==> config.mk <==
export PLATFORM = sky130hd
export DESIGN_NAME = dbuf_handshake
export DESIGN_NICKNAME = d
export VERILOG_FILES = /design/src/rtl/dbuf_handshake.sv
export SDC_FILE = /design/constraint.sdc
export NUM_CORES = 1
export LEC_CHECK = 0
export BUFFER_PORTS_ARGS = -buffer_cell sky130_fd_sc_hd__buf_4
export CAP_MARGIN = 10
export CORE_MARGIN = 4
export CORE_UTILIZATION = 47
export CTS_CLUSTER_DIAMETER = 60
export DETAILED_ROUTE_END_ITERATION = 10
export GPL_TIMING_DRIVEN = 0
export PLACE_DENSITY_LB_ADDON = 0.15
export SKIP_LAST_GASP = 1
export SLEW_MARGIN = 20
export SYNTH_ARGS = -nofsm -noshare
export SYNTH_HDL_FRONTEND = slang
export SYNTH_SLANG_ARGS = --single-unit
==> constraint.sdc <==
create_clock -name clk -period 1.5 [get_ports clk]
set_input_delay 0.3 -clock clk [delete_from_list [all_inputs] [get_ports clk]]
set_output_delay 0.3 -clock clk [all_outputs]
set_load 0.02 [all_outputs]
==> src/rtl/dbuf_handshake.sv <==
module dbuf_handshake #(
  parameter int CNT_W = 8
) (
  input  logic             clk,
  input  logic             rst_n,
  input  logic             prod_start,
  input  logic             prod_done,
  output logic             prod_ready,
  output logic             prod_busy,
  output logic             prod_idx,
  input  logic             cons_latch,
  input  logic             cons_done,
  output logic             cons_ready,
  output logic             cons_busy,
  output logic             cons_idx,
  output logic [CNT_W-1:0] prod_count,
  output logic [CNT_W-1:0] cons_count
);

  localparam logic [1:0] S_FREE  = 2'd0;
  localparam logic [1:0] S_FILL  = 2'd1;
  localparam logic [1:0] S_FULL  = 2'd2;
  localparam logic [1:0] S_DRAIN = 2'd3;

  logic [1:0] bst [2];
  logic p_go, p_fin, c_go, c_fin;
  logic [CNT_W-1:0] occ;

  assign prod_ready = !prod_busy && (bst[prod_idx] == S_FREE);
  assign cons_ready = !cons_busy && (bst[cons_idx] == S_FULL);
  assign p_go  = prod_start && prod_ready;
  assign p_fin = prod_done  && prod_busy;
  assign c_go  = cons_latch && cons_ready;
  assign c_fin = cons_done  && cons_busy;
  assign occ   = prod_count - cons_count;

  always_ff @(posedge clk) begin
    if (!rst_n) begin
      bst[0]     <= S_FREE;
      bst[1]     <= S_FREE;
      prod_busy  <= 1'b0;
      cons_busy  <= 1'b0;
      prod_idx   <= 1'b0;
      cons_idx   <= 1'b0;
      prod_count <= '0;
      cons_count <= '0;
    end else begin
      if (p_go) begin
        prod_busy     <= 1'b1;
        bst[prod_idx] <= S_FILL;
      end
      if (p_fin) begin
        prod_busy     <= 1'b0;
        bst[prod_idx] <= S_FULL;
        prod_idx      <= ~prod_idx;
        prod_count    <= prod_count + 1'b1;
      end
      if (c_go) begin
        cons_busy     <= 1'b1;
        bst[cons_idx] <= S_DRAIN;
      end
      if (c_fin) begin
        cons_busy     <= 1'b0;
        bst[cons_idx] <= S_FREE;
        cons_idx      <= ~cons_idx;
        cons_count    <= cons_count + 1'b1;
      end
    end
  end

  assert_occupancy_R9: assert property (@(posedge clk) disable iff (!rst_n)
    occ <= CNT_W'(2));

  assert_no_shared_grant_R6: assert property (@(posedge clk) disable iff (!rst_n)
    (prod_idx == cons_idx) |-> !(prod_ready && cons_ready));

  assert_prod_flip_R3: assert property (@(posedge clk) disable iff (!rst_n)
    (prod_done && prod_busy) |=> (prod_idx != $past(prod_idx)) && !prod_busy);

  assert_cons_flip_R5: assert property (@(posedge clk) disable iff (!rst_n)
    (cons_done && cons_busy) |=> (cons_idx != $past(cons_idx)) && !cons_busy);

  assert_latch_gated_R4: assert property (@(posedge clk) disable iff (!rst_n)
    (cons_latch && !cons_ready && !cons_busy) |=> !cons_busy);

  assert_start_gated_R6: assert property (@(posedge clk) disable iff (!rst_n)
    (prod_start && !prod_ready && !prod_busy) |=> !prod_busy);

endmodule

# After elaboration in Yosys (flattened, before gate mapping)
# Memories as Yosys holds them, arrays and structs flattened. A register that Yosys moved wholly into a read port is not among the register bits.
# Cells that the tools add are included.
# totals
mem_bits_rw	4
output_inout_bits	22
romBits	0
latchBits	0
register_bits	20
memories	1
in_bits	6
elab_cells	53
# mem_list
memory	depth	word_bits	rd	rd_ports_with_merged_regs	wr	line_no	source
bst	2	2	2	2	2	25	logic [1:0] bst [2];
# classes
bitwise	5
n_eq_ne	1
mux	25
div	0
shift	0
multipliers	0
add_sub_neg	2
n_lt_le_gt_ge	0
reduce_logical	13
# ops
cell	count
$mux 1	21
$add 8x1->8 const B	2
$mux 2	4
$reduce_or 2->1	4
$logic_and 1x1->1	6
$not 1->1	3
$eq 2x2->1 const B	1
$logic_not 1->1	2
$logic_not 2->1	1
$or 1x1->1	2

# Depth between registers and ports, before layout
# depth
depth_word	9
mapped_depth	5
ltp_nobuf	4

# Worst setup path before layout
# No wires, ideal clock.
# synth_timing
kind	reg-to-reg
from	register prod_busy
to	memory bst[0][0] (enable)
setup_slack_ns	-0.054
n_path_buf	1
stages_incl_launch_ff	5
arrival_ns	1.250
path_cell_list	dfxtp_1 buf_6 nor4b_1 o21ai_0 nand4b_1
# synth_lines
element	line_no	source
from (decl)	9	output logic prod_busy,
from (signal assigned)	41	prod_busy <= 1'b0;
from (signal assigned)	49	prod_busy <= 1'b1;
from (signal assigned)	53	prod_busy <= 1'b0;
to (decl)	25	

==> flow_metrics.py <==
metrics = {
    "pwr": {
        "seqPwrFrac_pct": 50.6,
        "pwr-share-comb_pct": 27.4,
        "net-switching-power_mw": 0.496,
        "vdd.ir_drop.worst_mv": 0.704,
        "p_clk_share_pct": 22.0,
        "p_sw_share_pct": 30.5,
        "p_per_area_nw_per_um2": 1020,
        "internal-power_mw": 1.13,
        "p_leak_nw": 0.619,
    },
    "clock_tree": {
        "path_clk_slew_ns": 0.14,
        "cts-root-buf": "clkbuf_4",
        "cts_hold_buf": 0,
        "cts_buffers": 3,
        "cts.sinks": 26,
        "cts_buffer_depth": 2,
        "clk_latency_ns": 0.32,
        "cts_tree": "built",
        "h-tree-depth": 1,
    },
    "detailed_routing": {
        "drtIter0Drc": 37,
        "vias": 1106,
        "final_antenna_net_count": 0,
        "totalWireLength_um": 2890,
        "drt_first_pass_iters": 4,
        "drc": 0,
        "wire_per_inst_um": 14.8,
        "vias_per_cell": 5.64,
    },
    "grt": {
        "grt_pass1_vias": 1078,
        "grt_pass1_wl_um": 5030,
        "overflow": 0,
        "grtUsageTotal_pct": 18.8,
        "grt_max_degree": 15,
        "grt_antenna_before_repair": 0,
    },
    "timing": {
        "fin_skew_ns": 0.00117,
        "max_freq_mhz": 565,
        "drv_slew": 0,
        "worst_pin_slew_ns": 0.495,
        "slew_headroom_pct": 67.0,
        "setup_violations": 7,
        "period_share_pct": 118,
        "hold_viol": 0,
        "setup_ws_ns": -0.269,
        "fin_setup_tns_ns": -0.540,
        "rsz0062_at_grt": "true",
        "min_period_ns": 1.77,
    },
    "place": {
        "globalplace.congestion": 0.711,
        "io_buffers": 27,
        "dpl_worst_slack_ns": -0.0959,
        "dp_hpwl_um": 1930,
    },
    "final_layout": {
        "seq_area_um2": 566,
        "n_fill_cell": 195,
        "nets": 175,
        "drive_gt1_share_pct": 32.5,
        "antennaDiodeCount": 0,
        "syn_to_final_growth_pct": 32.8,
        "multi_input_area_um2": 659,
    },
    "synth": {
        "synth_top_area_share_pct": 36.7,
        "yosys.cell_types.count": 34,
        "synth_cells": 130,
        "ys_seq_area_share_pct": 46.8,
        "ys_warn_count": 0,
        "synth-seq-cells": 26,
        "syn_nets": 138,
        "synthFlopType": "dfxtp_1",
        "post-synth-top-area-cell": "dfxtp_1",
        "synth-edff-count": 4,
        "netlist_area_um2": 1200,
        "synth_most_common_cell": "dfxtp_1",
        "synth_area_per_cell_um2": 9.22,
        "yosys-top-cells-count": "dfxtp_1 (22), a21oi_1 (18), nand3_1 (10), o21ai_0 (10), nand2_1 (9)",
        "postSynth.asyncResetShare_pct": 0,
        "synth.area.top_cells": "dfxtp_1 (37%), edfxtp_1 (10%), a21oi_1 (7.5%)",
    },
    "run": {
        "cap_violations": 0,
    },
    "floorplan": {
        "core-area_um2": 2450,
        "die_y_um": 58.5,
        "start_util_pct": 48.8,
        "die_w_um": 58.5,
        "io_pins": 28,
        "die_area_um2": 3420,
        "core.rowCount": 18,
    },
    "setup_path": {
        "cp.required_ns": 1.20,
        "cp_max_fo": 4,
        "arrival_ns": 1.47,
        "r2r_cells": 4,
        "worstSetupPathType": "register to primary output",
        "crit_path_start_kind": "register",
        "worstSetupEndpointType": "primary output",
    },
    "outcome": {
        "violations": "setup timing",
        "outcome": "complete, but fails checks",
    },
    "worst_hold_path": {
        "hold_path_class": "primary input to register",
        "min_delay_path_depth": 3,
    },
}
==> routing by layer <==
layer  up-vias  global-route usage (%)  routed length (µm)
met5         -                       0                   0
met1       518                    25.6                1290
met2        27                    30.3                1410
met4         0                    4.97                  45
met3         6                    3.73                 151
li1        555                       -                   -
==> power groups by stage <==
stage	logic, mW	registers, mW	clock network [mW]
floorplan	0.212	0.834	0
global placement	0.352	0.815	0
detailed placement	0.360	0.818	0
CTS	0.421	0.819	0.361
global route	0.482	0.829	0.401
finish	0.444	0.822	0.357
==> registers in the layout, summed over array words and instances, names as in the netlist, named ones only <==
register    cells
bst             4
cons_busy       1
cons_count      8
cons_idx        1
prod_busy       1
prod_count      8
prod_idx        1
==> final timing paths <==
| path | from | to | slack [ns] |
|---|---|---|---|
| hold / removal | prod_start | prod_busy$_SDFFE_PP0N_ | 0.25 |
| setup / recovery | bst[1][1]$_DFFE_PP_ | prod_ready | -0.27 |
| setup reg to reg | bst[1][1]$_DFFE_PP_ | bst[0][1]$_DFFE_PP_ | -0.02 |
| hold reg to reg | prod_count[7]$_SDFFE_PN0N_ | prod_count[7]$_SDFFE_PN0N_ | 0.49 |
==> layout make-up <==
class                   count  share of cell area [%]
plain buffers               3                    1.65
clock buffers               4                    2.28
inverters                   2                   0.472
multi-input cells          98                    41.4
flip-flops and latches     26                    35.5
well taps                  30                    2.36
repair buffers             33                    16.3
==> cell families (layout without fill, tap and decap cells) <==
family	count (synthesis)	count (layout)	synth area share, %
simple gates	56	56	27.6
buf+inv	6	42	3.44
flops	26	26	46.8
xor+xnor	5	5	3.65
fa+ha+maj	2	2	2.09
compound gates	33	33	14.8
mux	2	2	1.67
==> metrics by stage <==
stage / util, % / area, µm² / std cells / hold WS (ns) / power (mW)
2_1_floorplan: - / 1200 / 130 / 0.416 / 1.05
3_3_place_gp: 58.9 / 1450 / 187 / 0.462 / 1.17
3_5_place_dp: 58.9 / 1450 / 187 / 0.477 / 1.18
4_1_cts: 63.5 / 1560 / 196 / 0.243 / 1.60
5_1_grt: 64.8 / 1590 / 196 / 0.232 / 1.71
6_report: 64.8 / 1590 / 196 / 0.245 / 1.62
==> critical path, stage by stage, from the launching register on <==
cell and delay (ns):
edfxtp_1 0.45, buf_4 0.17, nor4b_4 0.25, or2_2 0.16
buf_4 0.13
==> repair_timing <==
action | 4_1_cts | 5_1_grt
buffers inserted | 6 | 0
pin swaps | 5 | 3
resized for setup | 8 | 8
cloned | 0 | 0
setup endpoints to repair | 6 | 11
==> cells in the final DEF (no fill, tap or decap), types with 2 or more instances in the layout <==
cell | Yosys | final
a21oi_2 | 0 | 2
clkbuf_4 | 0 | 3
nand4_1 | 4 | 4
nand3_1 | 10 | 10
o21ai_1 | 0 | 2
nand2_1 | 9 | 9
nor4b_4 | 0 | 2
o31ai_1 | 4 | 4
xor2_1 | 3 | 3
dfxtp_1 | 22 | 20
or4_1 | 4 | 4
buf_4 | 1 | 30
mux2i_1 | 2 | 2
buf_6 | 2 | 5
or2_2 | 3 | 2
nor2_1 | 6 | 6
o21ai_0 | 10 | 8
or3_1 | 3 | 3
nand2b_1 | 3 | 3
nor2b_1 | 2 | 2
nand4b_1 | 2 | 2
xnor2_1 | 2 | 2
edfxtp_1 | 4 | 4
ha_1 | 2 | 2
a21oi_1 | 18 | 16
Power figures use the tool's default switching activity.
